<file path="src/rtl/dma3d_pkg.sv">
package dma3d_pkg;

  localparam int CODE_W = 6;
  localparam int FW_W   = 3;
  localparam int OPT_W  = 4 + FW_W + CODE_W;

  typedef enum logic [1:0] {
    ST_IDLE  = 2'd0,
    ST_ARMED = 2'd1,
    ST_ISSUE = 2'd2
  } seq_state_e;

  // bit 0 is the LSB (src_fixed)
  typedef struct packed {
    logic [CODE_W-1:0] code;
    logic [FW_W-1:0]   fifo_w;
    logic              cmpl_en;
    logic              frame_sync;
    logic              dst_fixed;
    logic              src_fixed;
  } opt_t;

endpackage

</file>
<file path="src/rtl/dma3d_counter.sv">
module dma3d_counter #(
  parameter int CNT_W = 16
) (
  input  logic             clk,
  input  logic             rst,
  input  logic             load_i,
  input  logic [CNT_W-1:0] a_i,
  input  logic [CNT_W-1:0] b_i,
  input  logic [CNT_W-1:0] c_i,
  input  logic [CNT_W-1:0] rld_i,
  input  logic             frame_sync_i,
  input  logic             adv_i,
  output logic             arr_last_o,
  output logic             blk_last_o,
  output logic [CNT_W-1:0] len_o
);

  localparam logic [CNT_W-1:0] ONE = CNT_W'(1);

  logic [CNT_W-1:0] a_q, b_q, rld_q, bcnt_q, ccnt_q;
  logic             fs_q;

  assign arr_last_o = (bcnt_q == ONE);
  assign blk_last_o = arr_last_o && (ccnt_q == ONE);
  assign len_o      = a_q;

  always_ff @(posedge clk) begin
    if (rst) begin
      a_q    <= '0;
      b_q    <= '0;
      rld_q  <= '0;
      bcnt_q <= '0;
      ccnt_q <= '0;
      fs_q   <= 1'b0;
    end else if (load_i) begin
      a_q    <= a_i;
      b_q    <= b_i;
      rld_q  <= rld_i;
      bcnt_q <= b_i;
      ccnt_q <= c_i;
      fs_q   <= frame_sync_i;
    end else if (adv_i) begin
      if (bcnt_q == ONE) begin
        if (ccnt_q != ONE) begin
          bcnt_q <= fs_q ? b_q : rld_q;
          ccnt_q <= ccnt_q - ONE;
        end
      end else begin
        bcnt_q <= bcnt_q - ONE;
      end
    end
  end

  // the frame counter is never exhausted when an array is accepted
  assert_bcnt_live_R4: assert property (@(posedge clk) disable iff (rst)
    adv_i |-> (bcnt_q != '0 && ccnt_q != '0));

endmodule

</file>
<file path="src/rtl/dma3d_side.sv">
module dma3d_side #(
  parameter int ADDR_W = 32,
  parameter int IDX_W  = 16
) (
  input  logic              clk,
  input  logic              rst,
  input  logic              load_i,
  input  logic [ADDR_W-1:0] base_i,
  input  logic              fixed_i,
  input  logic              frame_sync_i,
  input  logic [IDX_W-1:0]  arr_stride_i,
  input  logic [IDX_W-1:0]  frm_stride_i,
  input  logic              adv_i,
  input  logic              arr_last_i,
  input  logic              blk_last_i,
  output logic [ADDR_W-1:0] addr_o
);

  logic [ADDR_W-1:0] cur_q, fstart_q, astep_q, fstep_q;
  logic              fixed_q, fs_q;
  logic [ADDR_W-1:0] frm_next;

  assign addr_o   = cur_q;
  assign frm_next = (fs_q ? fstart_q : cur_q) + fstep_q;

  always_ff @(posedge clk) begin
    if (rst) begin
      cur_q    <= '0;
      fstart_q <= '0;
      astep_q  <= '0;
      fstep_q  <= '0;
      fixed_q  <= 1'b0;
      fs_q     <= 1'b0;
    end else if (load_i) begin
      cur_q    <= base_i;
      fstart_q <= base_i;
      astep_q  <= ADDR_W'($signed(arr_stride_i));
      fstep_q  <= ADDR_W'($signed(frm_stride_i));
      fixed_q  <= fixed_i;
      fs_q     <= frame_sync_i;
    end else if (adv_i && !fixed_q && !blk_last_i) begin
      if (!arr_last_i) begin
        cur_q <= cur_q + astep_q;
      end else begin
        cur_q    <= frm_next;
        fstart_q <= frm_next;
      end
    end
  end

  // a fixed side keeps its address until the next descriptor load
  assert_fixed_hold_R6: assert property (@(posedge clk) disable iff (rst)
    (fixed_q && !load_i) |=> $stable(addr_o));

endmodule

</file>
<file path="src/rtl/dma3d_seq.sv">
module dma3d_seq
  import dma3d_pkg::*;
#(
  parameter int ADDR_W = 32,
  parameter int CNT_W  = 16,
  parameter int IDX_W  = 16
) (
  input  logic                clk,
  input  logic                rst,
  input  logic                load_i,
  input  logic [OPT_W-1:0]    opt_i,
  input  logic [ADDR_W-1:0]   src_i,
  input  logic [2*CNT_W-1:0]  cnt_ab_i,
  input  logic [ADDR_W-1:0]   dst_i,
  input  logic [2*IDX_W-1:0]  bidx_i,
  input  logic [CNT_W-1:0]    rld_i,
  input  logic [2*IDX_W-1:0]  cidx_i,
  input  logic [CNT_W-1:0]    ccnt_i,
  input  logic                sync_i,
  input  logic                req_ready_i,
  output logic                req_valid_o,
  output logic [ADDR_W-1:0]   req_src_o,
  output logic [ADDR_W-1:0]   req_dst_o,
  output logic [CNT_W-1:0]    req_len_o,
  output logic [FW_W-1:0]     req_fifow_o,
  output logic                active_o,
  output logic                done_o,
  output logic [CODE_W-1:0]   done_code_o,
  output logic                missed_o
);

  localparam int NSIDE = 2;

  seq_state_e  state_q;
  opt_t        opt_in, opt_q;
  logic        ld, fire, ev_end, arr_last, blk_last;
  logic [ADDR_W-1:0] side_base   [NSIDE];
  logic              side_fixed  [NSIDE];
  logic [IDX_W-1:0]  side_astr   [NSIDE];
  logic [IDX_W-1:0]  side_fstr   [NSIDE];
  logic [ADDR_W-1:0] side_addr   [NSIDE];

  assign opt_in   = opt_t'(opt_i);
  assign ld       = (state_q == ST_IDLE) && load_i;
  assign fire     = req_valid_o && req_ready_i;
  assign ev_end   = opt_q.frame_sync ? arr_last : 1'b1;
  assign active_o = (state_q != ST_IDLE);

  // side 0 = source (low halves), side 1 = destination (high halves)
  assign side_base[0]  = src_i;
  assign side_base[1]  = dst_i;
  assign side_fixed[0] = opt_in.src_fixed;
  assign side_fixed[1] = opt_in.dst_fixed;

  generate
    for (genvar g = 0; g < NSIDE; g++) begin : g_side
      assign side_astr[g] = bidx_i[g*IDX_W +: IDX_W];
      assign side_fstr[g] = cidx_i[g*IDX_W +: IDX_W];
      dma3d_side #(.ADDR_W(ADDR_W), .IDX_W(IDX_W)) u_side (
        .clk          (clk),
        .rst          (rst),
        .load_i       (ld),
        .base_i       (side_base[g]),
        .fixed_i      (side_fixed[g]),
        .frame_sync_i (opt_in.frame_sync),
        .arr_stride_i (side_astr[g]),
        .frm_stride_i (side_fstr[g]),
        .adv_i        (fire),
        .arr_last_i   (arr_last),
        .blk_last_i   (blk_last),
        .addr_o       (side_addr[g])
      );
    end
  endgenerate

  assign req_src_o = side_addr[0];
  assign req_dst_o = side_addr[1];

  dma3d_counter #(.CNT_W(CNT_W)) u_cnt (
    .clk          (clk),
    .rst          (rst),
    .load_i       (ld),
    .a_i          (cnt_ab_i[CNT_W-1:0]),
    .b_i          (cnt_ab_i[2*CNT_W-1:CNT_W]),
    .c_i          (ccnt_i),
    .rld_i        (rld_i),
    .frame_sync_i (opt_in.frame_sync),
    .adv_i        (fire),
    .arr_last_o   (arr_last),
    .blk_last_o   (blk_last),
    .len_o        (req_len_o)
  );

  always_ff @(posedge clk) begin
    if (rst) begin
      state_q     <= ST_IDLE;
      opt_q       <= '0;
      req_valid_o <= 1'b0;
      req_fifow_o <= '0;
      done_o      <= 1'b0;
      done_code_o <= '0;
      missed_o    <= 1'b0;
    end else begin
      done_o   <= 1'b0;
      missed_o <= 1'b0;
      unique case (state_q)
        ST_IDLE: begin
          if (load_i) begin
            opt_q       <= opt_in;
            req_fifow_o <= (opt_in.src_fixed || opt_in.dst_fixed) ? opt_in.fifo_w : '0;
            state_q     <= ST_ARMED;
          end
        end
        ST_ARMED: begin
          if (sync_i) begin
            req_valid_o <= 1'b1;
            state_q     <= ST_ISSUE;
          end
        end
        ST_ISSUE: begin
          if (sync_i) missed_o <= 1'b1;
          if (fire && ev_end) begin
            req_valid_o <= 1'b0;
            if (blk_last) begin
              state_q <= ST_IDLE;
              if (opt_q.cmpl_en) begin
                done_o      <= 1'b1;
                done_code_o <= opt_q.code;
              end
            end else begin
              state_q <= ST_ARMED;
            end
          end
        end
        default: state_q <= ST_IDLE;
      endcase
    end
  end

  assert_stall_hold_R7: assert property (@(posedge clk) disable iff (rst)
    (req_valid_o && !req_ready_i) |=> (req_valid_o && $stable(req_src_o) && $stable(req_dst_o)));

  assert_missed_src_R9: assert property (@(posedge clk) disable iff (rst)
    missed_o |-> $past(state_q == ST_ISSUE));

  assert_done_idle_R8: assert property (@(posedge clk) disable iff (rst)
    done_o |-> (!active_o && !req_valid_o));

  assert_idle_quiet_R2: assert property (@(posedge clk) disable iff (rst)
    !active_o |-> !req_valid_o);

endmodule

</file>
<file path="config.mk">
export PLATFORM = sky130hd
export DESIGN_NAME = dma3d_seq
export DESIGN_NICKNAME = d
export VERILOG_FILES = /design/src/rtl/dma3d_pkg.sv /design/src/rtl/dma3d_counter.sv /design/src/rtl/dma3d_side.sv /design/src/rtl/dma3d_seq.sv
export SDC_FILE = /design/constraint.sdc
export NUM_CORES = 1
export LEC_CHECK = 0
export BUFFER_PORTS_ARGS = -buffer_cell sky130_fd_sc_hd__clkbuf_2
export CORE_AREA = 2 2 245 247
export CTS_CLUSTER_DIAMETER = 80
export DETAILED_ROUTE_END_ITERATION = 10
export DIE_AREA = 0 0 247 249
export PLACE_DENSITY = 0.61
export SLEW_MARGIN = 20
export SYNTH_ARGS = -nofsm -noshare
export SYNTH_HDL_FRONTEND = slang
export SYNTH_HIERARCHICAL = 1
export SYNTH_SLANG_ARGS = --single-unit
</file>
<file path="constraint.sdc">
create_clock -name clk -period 3.8 [get_ports clk]
set_input_delay 0.57 -clock clk [delete_from_list [all_inputs] [get_ports clk]]
set_output_delay 0.57 -clock clk [all_outputs]
set_load 0.01 [all_outputs]
</file>
### After elaboration in Yosys (flattened, before gate mapping)

Index checks and enable logic that the tools add are counted.

| storage, ports and cells | value |
|---|---|
| bits in registers | 297 |
| bits in latches | 0 |
| RAM bits | 0 |
| ROM bits | 0 |
| input port bits | 210 |
| output and inout bits | 93 |
| word-level logic and storage cells | 108 |
| memories kept | 0 |

| operators by class | value |
|---|---|
| add/subtract/negate cells | 6 |
| multiply operators | 0 |
| divide/modulo/power cells | 0 |
| $lt $le $gt $ge | 0 |
| equality and inequality tests | 9 |
| shifts and indexed selects | 0 |
| muxes and demuxes | 35 |
| bitwise operators | 3 |
| reductions and logical operators | 30 |

Operator list:

| cell | number |
|---|---|
| $mux W32 | 14 |
| $mux W16 | 9 |
| $add A32 B32 Y32 | 4 |
| $eq A16 B1 Y1 const B | 2 |
| $sub A16 B1 Y16 const B | 2 |
| $ne A16 B1 Y1 const B | 1 |
| $reduce_bool A2 Y1 | 7 |
| $reduce_and A3 Y1 | 3 |
| $logic_and A1 B1 Y1 | 8 |
| $reduce_and A2 Y1 | 4 |
| $mux W1 | 6 |
| $mux W2 | 3 |
| $ne A2 B2 Y1 const B | 3 |
| $pmux W2 S3 | 1 |
| $reduce_and A4 Y1 | 1 |
| $reduce_or A4 Y1 | 1 |
| $logic_not A1 Y1 | 3 |
| $mux W3 | 1 |
| $ne A3 B1 Y1 const B | 1 |
| $not A1 Y1 | 3 |
| $eq A2 B1 Y1 const B | 1 |
| $eq A2 B2 Y1 const B | 1 |
| $logic_not A2 Y1 | 1 |
| $pmux W1 S2 | 1 |
| other kinds (2) | 2 |

### Longest topological paths before layout

| logic depth | value |
|---|---|
| word-level depth | 6 |
| depth in mapped cells | 14 |
| gate-level depth less buffers | 12 |

### Cells and area by module

The synthesis kept the hierarchy.

Modules (own cells, without submodules):

| module | instances | cells an instance | area each (sq um) | sequential area each (sq um) |
|---|---|---|---|---|
| dma3d_side at g_side[1].u_side | 1 | 972 | 7732.4 | 1961.9 |
| dma3d_side at g_side[0].u_side | 1 | 970 | 7691.1 | 1961.9 |
| dma3d_counter | 1 | 457 | 4070.2 | 1621.6 |
| dma3d_seq | 1 | 103 | 907.1 | 440.4 |

### Least setup slack after synthesis

OpenSTA, ideal clock, no wires.

| timing | value |
|---|---|
| path type | reg2reg |
| start | register g_side[1].u_side.fs_q |
| end | register g_side[1].u_side.cur_q[29] |
| library setup time | 0.079 ns |
| arrival time | 3.383 ns |
| data required time | 3.721 ns |
| slack | 0.338 ns |
| cell stages (with the launch flop) | 15 |
| path buffers | 3 |
| clock period less this slack | 3.462 ns |
| cells stage by stage | dfxtp_1 > clkbuf_1 > clkbuf_1 > mux2_2 > ha_1 > buf_2 > a21oi_1 > o211ai_1 > a41oi_1 > nand4_1 > a31oi_2 > or4_1 > nand3_1 > or4_1 > o211ai_1 |

| between the ends | value |
|---|---|
| word-level cells in the longest chain between the ends | 5 |

Ends and longest elaborated chain:

| element | RTL line | source |
|---|---|---|
| from (decl) | dma3d_side.sv:20 | `logic fixed_q, fs_q;` |
| from (signal assigned) | dma3d_side.sv:40 | `fs_q <= frame_sync_i;` |
| $mux W32 | dma3d_side.sv:24 | `assign frm_next = (fs_q ? fstart_q : cur_q) + fstep_q;` |
| $add A32 B32 Y32 | dma3d_side.sv:24 |  |
| $mux W32 | dma3d_side.sv:42 | `if (!arr_last_i) begin` |
| $mux W32 | dma3d_side.sv:41 | `end else if (adv_i && !fixed_q && !blk_last_i) begin` |
| $mux W32 | dma3d_side.sv:34 | `end else if (load_i) begin` |
| to (signal assigned) | dma3d_side.sv:35 | `cur_q <= base_i;` |
| to (signal assigned) | dma3d_side.sv:43 | `cur_q <= cur_q + astep_q;` |
| to (signal assigned) | dma3d_side.sv:45 | `cur_q <= frm_next;` |
| to (decl) | dma3d_side.sv:19 | `logic [ADDR_W-1:0] cur_q, fstart_q, astep_q, fstep_q;` |

No other way between the ends. The select of a mux whose other input is x is not followed.
A chain may end at the register's enable or synchronous reset.

### Worst setup path after layout

| timing | value |
|---|---|
| start | register g_side[0].u_side.fs_q |
| end | register g_side[0].u_side.fstart_q[28] |

| between the ends | value |
|---|---|
| word-level cells in the longest chain between the ends | 5 |

Ends and longest elaborated chain:

| element | RTL line | source |
|---|---|---|
| from (decl) | dma3d_side.sv:20 |  |
| from (signal assigned) | dma3d_side.sv:40 |  |
| $mux W32 | dma3d_side.sv:24 |  |
| $add A32 B32 Y32 | dma3d_side.sv:24 |  |
| $mux W32 | dma3d_side.sv:42 |  |
| $mux W32 | dma3d_side.sv:41 |  |
| $mux W32 | dma3d_side.sv:34 |  |
| to (signal assigned) | dma3d_side.sv:36 | `fstart_q <= base_i;` |
| to (signal assigned) | dma3d_side.sv:46 | `fstart_q <= frm_next;` |
| to (decl) | dma3d_side.sv:19 |  |

No other way between the ends. The select of a mux whose other input is x is not followed.

==> results.sh <==
export IMPL_ir_drop_uv=311
export IMPL_clock_skew_ps=32.2
export IMPL_wl_per_cell_um=19.5
export IMPL_outcome="complete, no violations"
export IMPL_seq_power_share=0.362
export IMPL_pin_count=303
export IMPL_area_delta_synth_final_pct=18.2
export IMPL_cp_arrival_ps=4010
export IMPL_syn_area_um2=20400
export IMPL_cts_sinks=299
export IMPL_path_class="reg2reg"
export IMPL_slew_viol_final=0
export IMPL_cp_max_fo=9
export IMPL_p_sw_frac=0.341
export IMPL_initial_core_util=0.348
export IMPL_internal_power_mw=6.70
export IMPL_synth_nets=2844
export IMPL_ys_warnings_count=6
export IMPL_tightestPinTransition_ps=856
export IMPL_cts_buffer_depth=3
export IMPL_wl_met3_mm=3.79
export IMPL_synth_flop_cell="dfxtp_1"
export IMPL_p_leak_nw=10.6
export IMPL_tritoncts="done"
export IMPL_cts_clk_slew_worst_paths_ps=60
export IMPL_clkPwrFrac=0.366
export IMPL_top_layer_used="met4"
export IMPL_cts_hold_buffers=0
export IMPL_hold_violations=0
export IMPL_diodes=0
export IMPL_setup_viol=0
export IMPL_dp_cells=3484
export IMPL_setup_slack_ps=191
export IMPL_wl_met1_mm=30.8
export IMPL_required_ps=4200
export IMPL_grt_total_usage=0.218
export IMPL_die_h_um=249
export IMPL_num_vias=20100
export IMPL_drive_above_1_share=0.199
export IMPL_totalWireLength_mm=69.1
export IMPL_post_cts_buffers=0
export IMPL_cts_htree_levels=2
export IMPL_nNetsFinal=3093
export IMPL_hpwlAfterDp_mm=52.5
export IMPL_viasPerCell=5.67
export IMPL_dr_pass1_iters=5
export IMPL_pwr_share_comb=0.272
export IMPL_setup_worst_path_start_class="flip-flop"
export IMPL_gp_congestion=0.914
export IMPL_ff2ff_setup_slack_ps=190
export IMPL_async_flop_share=0
export IMPL_rows=89
export IMPL_drc=0
export IMPL_slew_headroom=0.428
export IMPL_max_freq_mhz=277
export IMPL_drv_cap=0
export IMPL_holdWs_ps=222
export IMPL_fin_setup_tns_ps=0
export IMPL_cts_resized=0
export IMPL_first_iter_violations=1495
export IMPL_syn_instance_count=2502
export IMPL_numPortBuffers=302
export IMPL_gr_total_overflow=0
export IMPL_synth_cell_type_count=89
export IMPL_syn_avg_cell_area_um2=8.15
export IMPL_numCtsBuffers=38
export IMPL_grt_max_degree=60
export IMPL_synth_edf_count=0
export IMPL_pre_cts_slack_ps=123
export IMPL_root_buffer="clkbuf_16"
export IMPL_switchingPower_mw=3.47
export IMPL_first_global_vias=19700
export IMPL_grt_pass1_wl_mm=108
export IMPL_hold_class="in2reg"
export IMPL_postRouteAntennaNets=0
export IMPL_rsz0062_at_grt="no"
export IMPL_seq_area_frac_synth=0.293
export IMPL_fp_dieW_um=247
export IMPL_post_route_period_util=0.950
export IMPL_stdcell_count=3553
export IMPL_ys_ff_latch=299
export IMPL_fp_dieArea_um2=61500
export IMPL_dr_wl_met2_mm=32.1
export IMPL_clock_latency_ps=570
export IMPL_cp_end_kind="flip-flop"
export IMPL_fin_crit_ps=3610
export IMPL_core_um2=58700
export IMPL_antenna_found_initial=1
export IMPL_p_per_area_nw_per_um2=422
worst max-delay path: stages, from the launching register on:
cell	delay (ps)
dfxtp_2	450
mux2_2	370
ha_1	220
fa_1	420
a21o_1	220
nand4_1	120
a21oi_1	130
or2_2	360
a41oi_1	440
o21ai_0	200
a21oi_1	200
xor2_1	230
a211oi_1	100
logic make-up (layout without fill, tap and decap cells):
kind of cell | count (synthesis) | after routing | synth area share
muxes | 214 | 214 | 0.109
AOI/OAI and AO/OA | 754 | 754 | 0.248
buffers and inverters | 194 | 472 | 0.0367
and+or+nand+nor | 785 | 785 | 0.178
xor gates and xnor gates | 124 | 124 | 0.0532
DFF | 299 | 299 | 0.293
adders and majority gates | 132 | 132 | 0.0824
layout by cell type, fill, tap and decap left out, types with 14 or more instances in the layout:
cell       instances
clkbuf_2         301
dfxtp_1          297
nor2_1           292
nand2_1          216
a21oi_1          209
mux2i_1          150
ha_1             128
o21ai_0          126
xnor2_1           69
a21o_1            64
mux2_2            64
buf_4             57
xor2_1            55
nand3_1           52
o211ai_1          49
nor3_1            44
clkbuf_16         38
a211oi_1          38
a311oi_1          36
inv_1             35
a31oi_1           32
nand2b_1          29
nand4_1           24
o22ai_1           24
o21a_1            22
or4_1             20
and3_1            19
or3_1             15
o21bai_1          14
power by group through the flow:
| stage | clock network, mW | registers [mW] | logic [mW] |
|---|---|---|---|
| global placement | 0 | 3.74 | 2.70 |
| global route | 3.94 | 3.71 | 3.05 |
| finish | 3.72 | 3.68 | 2.77 |
| CTS | 3.81 | 3.68 | 2.77 |
| floorplan | 0 | 3.67 | 1.90 |
| detailed placement | 0 | 3.74 | 2.75 |
per-stage QoR:
step / power, mW / utilization / instance area (um2)
after floorplan: 5.58 / - / 20400
after CTS: 10.3 / 0.411 / 24100
after global placement: 6.44 / 0.389 / 22800
after global routing: 10.7 / 0.411 / 24100
after detailed placement: 6.50 / 0.389 / 22800
final: 10.2 / 0.411 / 24100
layer usage:
layer / vias up / global-route usage
li1: 9768 / -
met1: 9612 / 0.286
met2: 629 / 0.361
met3: 136 / 0.0296
met4: 0 / 0.0806
met5: - / 0
synthesized netlist by cell type (all sizes together) (44+ instances only):
cell type    n  area share
mux2        64       0.035
a21o        65       0.024
nor2       296       0.054
o211ai      49       0.018
xor2        55       0.024
ha         128       0.079
nand2      218       0.040
nand3       52       0.013
o21ai      132       0.033
a21oi      211       0.052
xnor2       69       0.030
mux2i      150       0.074
dfxtp      299        0.29
nor3        44       0.011
clkbuf     131       0.024
final cells by class:
cell class / instances / area, um2
tap: 773 / 967
sequential: 299 / 5990
fill: 5941 / 34600
multi-input combinational: 2009 / 13700
clock buffer: 46 / 1030
timing repair buffer: 363 / 2020
clock inverter: 23 / 256
inverter: 40 / 158
flip-flops by register name, summed over array words and instances (netlist names), 3 cells and up:
name and flops:
opt_q 8, u_cnt/len_o 16, u_cnt/b_q 16, g_side.u_side/addr_o 64
u_cnt/rld_q 16, g_side.u_side/astep_q 32, u_cnt/ccnt_q 16, done_code_o 6
u_cnt/bcnt_q 16, g_side.u_side/fstart_q 64, req_fifow_o 3, g_side.u_side/fstep_q 32
final timing paths:
| kind | start | endpoint | cells after the start |
|---|---|---|---|
| hold / removal | opt_i[7] | opt_q[7] | 3 |
| hold reg to reg | req_fifow_o[1] | req_fifow_o[1] | 2 |
| setup / recovery | g_side[0].u_side/fs_q | g_side[0].u_side/fstart_q[28] | 12 |
| setup reg to reg | g_side[0].u_side/fs_q | g_side[0].u_side/fstart_q[28] | 12 |
No activity file was read; power rests on OpenSTA's default activity.
